--- src/rtl/dma_eng_pkg.sv ---
package dma_eng_pkg;
  typedef enum logic [1:0] {
    XK_DEMAND  = 2'd0,
    XK_SINGLE  = 2'd1,
    XK_BLOCK   = 2'd2,
    XK_CASCADE = 2'd3
  } xfer_kind_e;

  typedef struct packed {
    xfer_kind_e kind;
    logic       autoinit;
    logic       down;
  } chan_mode_t;
endpackage

--- src/rtl/dma_req_gate.sv ---
module dma_req_gate
  import dma_eng_pkg::*;
(
  input  logic       clk,
  input  logic       rst,
  input  logic       dreq,
  input  logic       permit,
  input  xfer_kind_e kind,
  input  logic       last,
  input  logic       cancel,
  output logic       go
);
  logic dreq_q;
  logic burst_q;
  logic rise;

  assign rise = dreq & ~dreq_q;

  always_comb begin
    unique case (kind)
      XK_DEMAND: go = permit & dreq;
      XK_SINGLE: go = permit & rise;
      XK_BLOCK:  go = permit & (burst_q | rise);
      default:   go = 1'b0;
    endcase
  end

  always_ff @(posedge clk) begin
    if (rst) begin
      dreq_q  <= 1'b0;
      burst_q <= 1'b0;
    end else begin
      dreq_q <= dreq;
      if (cancel)
        burst_q <= 1'b0;
      else if (go)
        burst_q <= (kind == XK_BLOCK) & ~last;
    end
  end
endmodule

--- src/rtl/dma_addr_cnt.sv ---
module dma_addr_cnt #(
  parameter int ADDR_W = 16,
  parameter int CNT_W  = 16
) (
  input  logic              clk,
  input  logic              rst,
  input  logic              load,
  input  logic [ADDR_W-1:0] ld_addr,
  input  logic [CNT_W-1:0]  ld_cnt,
  input  logic              step,
  input  logic              down,
  input  logic              autoinit,
  output logic [ADDR_W-1:0] cur_addr,
  output logic              last
);
  localparam logic [ADDR_W-1:0] A_ONE = ADDR_W'(1);
  localparam logic [CNT_W-1:0]  C_ONE = CNT_W'(1);

  logic [ADDR_W-1:0] base_addr;
  logic [CNT_W-1:0]  base_cnt;
  logic [CNT_W-1:0]  cur_cnt;

  assign last = (cur_cnt == '0);

  always_ff @(posedge clk) begin
    if (rst) begin
      base_addr <= '0;
      base_cnt  <= '0;
      cur_addr  <= '0;
      cur_cnt   <= '0;
    end else if (load) begin
      base_addr <= ld_addr;
      base_cnt  <= ld_cnt;
      cur_addr  <= ld_addr;
      cur_cnt   <= ld_cnt;
    end else if (step) begin
      if (last && autoinit) begin
        cur_addr <= base_addr;
        cur_cnt  <= base_cnt;
      end else begin
        cur_addr <= down ? cur_addr - A_ONE : cur_addr + A_ONE;
        cur_cnt  <= cur_cnt - C_ONE;
      end
    end
  end
endmodule

--- src/rtl/dma_chan_engine.sv ---
module dma_chan_engine
  import dma_eng_pkg::*;
#(
  parameter int ADDR_W    = 16,
  parameter int CNT_W     = 16,
  parameter int PAGE_W    = 8,
  parameter bit WORD_CHAN = 1'b0,
  localparam int OUT_W    = PAGE_W + ADDR_W
) (
  input  logic              clk,
  input  logic              rst,
  input  logic              ctl_en,
  input  logic              wr_base,
  input  logic [ADDR_W-1:0] wr_addr,
  input  logic [CNT_W-1:0]  wr_count,
  input  logic [PAGE_W-1:0] wr_page,
  input  logic              mode_we,
  input  logic [1:0]        mode_kind,
  input  logic              mode_auto,
  input  logic              mode_down,
  input  logic              mask_set,
  input  logic              mask_clr,
  input  logic              flag_clr,
  input  logic              dreq,
  output logic              xfer_vld,
  output logic [OUT_W-1:0]  xfer_addr,
  output logic              xfer_tc,
  output logic              chan_masked,
  output logic              tc_flag
);
  chan_mode_t        mode_q;
  logic [PAGE_W-1:0] page_q;
  logic [ADDR_W-1:0] cur_addr;
  logic [OUT_W-1:0]  ext_addr;
  logic              last;
  logic              go;
  logic              permit;

  assign permit = ctl_en & ~chan_masked & ~wr_base & ~mode_we;

  dma_req_gate u_gate (
    .clk    (clk),
    .rst    (rst),
    .dreq   (dreq),
    .permit (permit),
    .kind   (mode_q.kind),
    .last   (last),
    .cancel (mode_we),
    .go     (go)
  );

  dma_addr_cnt #(.ADDR_W(ADDR_W), .CNT_W(CNT_W)) u_cnt (
    .clk      (clk),
    .rst      (rst),
    .load     (wr_base),
    .ld_addr  (wr_addr),
    .ld_cnt   (wr_count),
    .step     (go),
    .down     (mode_q.down),
    .autoinit (mode_q.autoinit),
    .cur_addr (cur_addr),
    .last     (last)
  );

  generate
    if (WORD_CHAN) begin : g_word
      assign ext_addr = {page_q[PAGE_W-1:1], cur_addr, 1'b0};
    end else begin : g_byte
      assign ext_addr = {page_q, cur_addr};
    end
  endgenerate

  always_ff @(posedge clk) begin
    if (rst) begin
      mode_q      <= '0;
      page_q      <= '0;
      chan_masked <= 1'b1;
      tc_flag     <= 1'b0;
      xfer_vld    <= 1'b0;
      xfer_tc     <= 1'b0;
      xfer_addr   <= '0;
    end else begin
      if (mode_we)
        mode_q <= '{kind: xfer_kind_e'(mode_kind), autoinit: mode_auto, down: mode_down};
      if (wr_base)
        page_q <= wr_page;
      if (go && last && !mode_q.autoinit)
        chan_masked <= 1'b1;
      else if (mask_set)
        chan_masked <= 1'b1;
      else if (mask_clr)
        chan_masked <= 1'b0;
      if (go && last)
        tc_flag <= 1'b1;
      else if (flag_clr)
        tc_flag <= 1'b0;
      xfer_vld <= go;
      xfer_tc  <= go & last;
      if (go)
        xfer_addr <= ext_addr;
    end
  end
endmodule

--- config.mk ---
export PLATFORM = sky130hd
export DESIGN_NAME = dma_chan_engine
export DESIGN_NICKNAME = d
export VERILOG_FILES = /design/src/rtl/dma_eng_pkg.sv /design/src/rtl/dma_req_gate.sv /design/src/rtl/dma_addr_cnt.sv /design/src/rtl/dma_chan_engine.sv
export SDC_FILE = /design/constraint.sdc
export NUM_CORES = 1
export LEC_CHECK = 0
export BUFFER_PORTS_ARGS = -buffer_cell sky130_fd_sc_hd__buf_4
export CAP_MARGIN = 20
export CORE_UTILIZATION = 51
export DETAILED_ROUTE_END_ITERATION = 10
export MAX_ROUTING_LAYER = met4
export PLACE_DENSITY = 0.84
export SETUP_SLACK_MARGIN = 0.05
export SYNTH_ARGS = -nofsm -noshare
export SYNTH_HDL_FRONTEND = slang
export SYNTH_SLANG_ARGS = --single-unit
--- constraint.sdc ---
create_clock -name clk -period 2.05 [get_ports clk]
set_input_delay 0.3075 -clock clk [delete_from_list [all_inputs] [get_ports clk]]
set_output_delay 0.3075 -clock clk [all_outputs]
set_load 0.02 [all_outputs]
* Word level (Yosys, flattened, before mapping)
Index checks and enable logic that the tools add are counted.
** Cells by class
- Eq/ne operators :: 2
- Div/mod/pow operators :: 0
- Bitwise operators :: 15
- Reductions and logical operators :: 10
- $lt $le $gt $ge :: 0
- Multiply operators :: 0
- Multiplexer cells :: 10
- Shift-type cells :: 0
- $add $sub $neg :: 3
** Operators by type and width (count)
- $mux W16 :: 7
- $sub A16 B1 Y16 const B :: 2
- $add A16 B1 Y16 const B :: 1
- $logic_not A16 Y1 :: 1
- $and A1 B1 Y1 :: 9
- $not A1 Y1 :: 5
- $reduce_bool A2 Y1 :: 2
- $logic_and A1 B1 Y1 :: 3
- $pmux W1 S3 :: 1
- $reduce_or A3 Y1 :: 1
- $eq A2 B1 Y1 const B :: 1
- $eq A2 B2 Y1 const B :: 1
- $logic_not A2 Y1 :: 1
- $mux W1 :: 2
- $reduce_or A2 Y1 :: 1
- $logic_not A1 Y1 :: 1
- $or A1 B1 Y1 :: 1
** Storage, ports and cells
- Bits of input ports :: 53
- Memories :: 0
- Bits in writable memories :: 0
- Logic and storage cells :: 55
- Bits in read-only memories :: 0
- Output and inout port bits :: 28
- Latch bits :: 0
- Flip-flop bits (word level) :: 106

* Logic depth before layout (Yosys ltp)
- Depth after elaboration :: 9
- Mapped depth :: 10

* Hierarchy
A second synthesis with hierarchy kept.
** Unflattened totals
- Cell total of the unflattened synthesis :: 629
- Area, all modules :: 5435.2 µm²
** By module, submodules not included
- dma_addr_cnt :: sequential area each 1281.2 µm², cells each 480, area an instance 3834.9 µm², instances 1
- dma_chan_engine :: sequential area each 800.8 µm², cells each 130, area an instance 1431.4 µm², instances 1
- dma_req_gate :: sequential area each 40.0 µm², cells each 19, area an instance 168.9 µm², instances 1

* Worst setup path after synthesis
Ideal clock, no wire load.
- Path type :: reg-to-reg
- From :: reg mode_q[0] (netlist bit)
- To :: reg u_cnt.cur_addr[15]
- Data required time :: 1969 ps
- Library setup time :: 81 ps
- Cell stages (with the launch flop) :: 8
- Period minus slack after synthesis :: 2123 ps
- Arrival time :: 2042 ps
- Path buffers :: 0
- Setup slack :: -73 ps
- Cells stage by stage :: dfxtp_1 ha_1 a21oi_1 o2111ai_1 nand4_1 a21oi_1 or3_1 a41oi_1
** Between the ends
- Word-level cells in the longest chain between the ends :: 4
** RTL lines
- start: declaration :: RTL line dma_chan_engine.sv:31 : chan_mode_t mode_q;
- start signal: assignment :: RTL line dma_chan_engine.sv:84 : mode_q <= '{kind: xfer_kind_e'(mode_kind), autoinit: mode_auto, down: mode_down};
- $mux W16 :: RTL line dma_addr_cnt.sv:41 : cur_addr <= down ? cur_addr - A_ONE : cur_addr + A_ONE;
- $mux W16 :: RTL line dma_addr_cnt.sv:37 : if (last && autoinit) begin
- $mux W16 :: RTL line dma_addr_cnt.sv:36 : end else if (step) begin
- $mux W16 :: RTL line dma_addr_cnt.sv:31 : end else if (load) begin
- end signal: assignment :: RTL line dma_addr_cnt.sv:34 : cur_addr <= ld_addr;
- end signal: assignment :: RTL line dma_addr_cnt.sv:38 : cur_addr <= base_addr;
- end signal: assignment :: RTL line dma_addr_cnt.sv:41
- end: declaration :: RTL line dma_addr_cnt.sv:13 : output logic [ADDR_W-1:0] cur_addr,
Every way passes these cells. The select of a mux whose other input is x is not followed.
A chain may end at the register's enable or synchronous reset.

* Final worst setup path
- From :: reg mode_q[0] (netlist bit)
- To :: reg u_cnt.cur_addr[10]
Same word-level chain as after synthesis.

==> metrics.md <==
| Metric | Value |
|---|---|
| Critical path peak fanout | `7` |
| CP dominant cell by count | `nor2_1` |
| Fillers | `about 700` |
| Die ar. | `10700 um2` |
| Skew-Pair Late Insertion Delay | `roughly 0.38 ns` |
| Post-Synth Simple-Gate Area | `19.5%` |
| Synth warn | `0` |
| Syn nets | `727` |
| Initial DRC count | `between 400 and 500` |
| CP cell instances | `buf_8 -> ha_1 -> o21ai_0 -> nor2_1 -> nor2_1 -> a211oi_2 -> and3b_1 -> o32ai_1` |
| Routed len/inst | `18.4 um` |
| Final hold vios | `0` |
| Min Tclk post-route | `2.13 ns` |
| Main combinational cell family by area after synthesis | `compound AO/OA/AOI/OAI gates` |
| Sequential element share of the synthesized area | `40.4%` |
| Distinct cells, synth | `57` |
| Cell area after synthesis | `approximately 5300 um2` |
| Synth-to-Final Area Change | `33.2%` |
| Antenna diode instance count | `0` |
| Vias per Instance | `6.08` |
| Vias after detailed routing | `5476` |
| H-tree levels | `3` |
| Final wirelength | `16.6 mm` |
| Die Span Y | `103 um` |
| Die W | `103 um` |
| XOR/XNOR share of the synthesized area | `about 2.2%` |
| Fin. max-slew vios | `0` |
| Most frequent cells in the layout | `buf_4, nand2_1, dfxtp_1` |
| Final Skew | `0.0122 ns` |
| Clk sink count | `106` |
| Dpl cells | `between 800 and 900` |
| Asr flop ratio synth | `0%` |
| Main synth FF type | `dfxtp_1` |
| Fin Setup TNS | `-0.210 ns` |
| Setup Viol. Count Final | `3` |
| Worst path required time | `2.34 ns` |
| Antenna Nets Post-Route | `0` |
| Peak VDD IR | `399 uV` |
| 1st-pass router iterations | `5` |
| CP max-delay cell | `dfxtp_4` |
| Post-synthesis average cell area | `8.03 um2` |
| Post-synth EDFFs | `0` |
| Worst setup path class | `reg -> reg` |
| Vias in the first global route | `5247` |
| Mux cell area share after synthesis | `between 3 and 4%` |
| Static Leakage | `0.00283 uW` |
| Clock slew at reported path FFs | `0.10 ns` |
| First-pass GRT wire length | `24.5 mm` |
| Total grt overflow | `0` |
| HP Class | `in -> reg` |
| Status | `finished with violations` |
| Largest stage delay, worst path | `0.40 ns` |
| Port Buffers | `80` |
| RSZ-0062 raised after global routing | `yes` |
| Worst EP arrival | `2.42 ns` |
| Largest net degree at the start of global routing | `106` |
| Number of synthesized register bits | `106` |
| Critical Path Start Type | `flip-flop` |
| Most common cell after layout, fill and taps aside | `buf_4` |
| Adder-Cell Fraction of Synth Area | `4.91%` |
| Tcrit/Tclk final | `104%` |
| CTS Buf Count | `9` |
| IO Pins | `81` |
| Synth Instances | `654` |
| Slew HR | `between 60 and 70%` |
| GR Util All Layers | `a little under a third` |
| Worst-margin pin slew | `0.462 ns` |
| Pwr per Cell Area | `618 nW/um2` |
| Core Area | `just under 10000 um2` |
| GPL Wtd Cong | `0.954` |
| Max cap viols | `0` |
| Failing checks | `setup timing` |
| Cell Rows | `36` |
| Initial antenna violation count | `0` |
| Synth Area in Compound Gates | `23.8%` |
| CTS tree | `built` |
| Design Area, Final | `around 7000 um2` |
| Clock root cell | `clkbuf_8` |
| Final net count | `837` |
| Setup ws final | `-0.0799 ns` |
| Finished Layout Cells | `901` |
| Layout cells sized above 1 | `29.2%` |
| Dpl hpwl | `9.95 mm` |
| CP Capture Type | `flip-flop` |
| Fmax | `between 400 and 500 MHz` |
| Post-Place Cell Area | `6220 um2` |
| Clk buf depth | `2` |
| Starting Density | `53.2%` |
| DRC | `0` |
==> area by class of cell <==
class / count / area [um2] / share of cell area, %
Clock buffer: 11 / 151 / 2.16
Clock inverter: 4 / 33.8 / 0.483
Inverter: 21 / 78.8 / 1.13
Multi-Input combinational cell: 482 / 3220 / 46.0
Sequential cell: 106 / 2130 / 30.4
Tap cell: 133 / 166 / 2.38
Timing Repair Buffer: 144 / 1220 / 17.4
==> cell usage after synthesis (2+ instances only) <==
cell	instances	share of area [%]
o2111ai_1	2	0.33
a41oi_1	2	0.33
or3_1	4	0.48
nand2_1	117	8.4
buf_6	3	0.64
o21ai_0	23	2.2
nor4_2	3	0.71
and3_1	4	0.48
buf_2	10	0.95
o32ai_1	10	1.7
ha_1	19	4.5
xor2_1	2	0.33
xnor2_1	11	1.8
nor2b_1	7	0.83
nor2_1	59	4.2
o22ai_1	6	0.71
mux2i_1	20	3.8
a31oi_1	10	1.2
buf_1	2	0.14
o221ai_1	3	0.50
o21bai_1	3	0.43
and2_1	4	0.48
a221oi_2	3	0.86
nand3_1	6	0.57
nand4_1	8	0.95
a221oi_1	6	1.0
o21a_1	2	0.29
a21o_1	5	0.71
a211oi_1	6	0.86
dfxtp_1	106	40
o211ai_1	7	1.0
clkbuf_1	29	2.1
o31ai_1	5	0.71
a21oi_1	94	9.0
nand2b_1	2	0.24
nor3_1	8	0.76
a211o_1	3	0.50
inv_1	21	1.5
==> per-layer routing <==
layer  routed length (um)  vias up  global-route usage [%]
met5                    0        -                       -
met4                  768        0                    17.0
met3                 1150       80                    4.91
met2                 8380      278                    51.0
met1                 6290     2581                    35.1
li1                     -     2537                       -
==> per-stage QoR <==
step                utilization (%)  hold slack, ns  total power [uW]  setup slack (ns)
floorplan                         -           0.422              2680            0.0537
global placement               63.1           0.436              2920            0.0334
detailed placement             63.1           0.450              2960            -0.112
CTS                            67.3           0.151              4210            0.0143
global route                   70.9           0.160              4490            -0.104
finish                         70.9           0.149              4320           -0.0799
==> logic make-up (layout without fill, tap and decap cells) <==
logic type,Yosys count,in the layout
and+or+nand+nor,230,230
AOI/OAI and AO/OA,199,199
muxes,20,20
xor gates and xnor gates,13,13
buffers and inverters,66,180
DFF,106,106
adders and majority gates,20,20
==> critical path, delay by kind of cell, from the launching register on <==
| family | cells | cell delay [ns] |
|---|---|---|
| simple gates | 3 | 0.58 |
| flops | 1 | 0.40 |
| compound gates | 3 | 0.55 |
| buf+inv | 1 | 0.16 |
| fa+ha+maj | 1 | 0.35 |
==> flip-flops by register name, summed over array words and instances, names as in the netlist <==
register         cells
u_cnt.cur_cnt       16
xfer_vld             1
u_cnt.cur_addr      16
u_gate.dreq_q        1
chan_masked          1
xfer_tc              1
mode_q               4
xfer_addr           24
u_cnt.base_cnt      16
page_q               8
tc_flag              1
u_cnt.base_addr     16
u_gate.burst_q       1
==> repair_timing <==
action	in CTS	in global routing
endpoints found under the setup margin	52	59
gates resized for setup	28	56
pin swaps	2	25
hold buffers	0	0
cloned	3	0
setup buffers	5	11
==> worst paths after layout <==
kind	start	end	slack [ns]	cells past startpoint
max	mode_q[0]$_SDFFE_PP0P_	u_cnt.cur_addr[10]$_SDFFE_PP0P_	-0.08	8
min	mask_set	chan_masked$_SDFFE_PP1P_	0.15	3
max reg2reg	mode_q[0]$_SDFFE_PP0P_	u_cnt.cur_addr[10]$_SDFFE_PP0P_	-0.08	8
min reg2reg	page_q[1]$_SDFFE_PP0P_	xfer_addr[17]$_SDFFE_PP0P_	0.46	2
==> where the power goes <==
part	switching [uW]	internal, uW	total [uW]
clock	737	513	1250
combinational	434	397	832
sequential	89.6	2150	2240
total	1260	3060	4320
(Power assumes the default switching activity.)
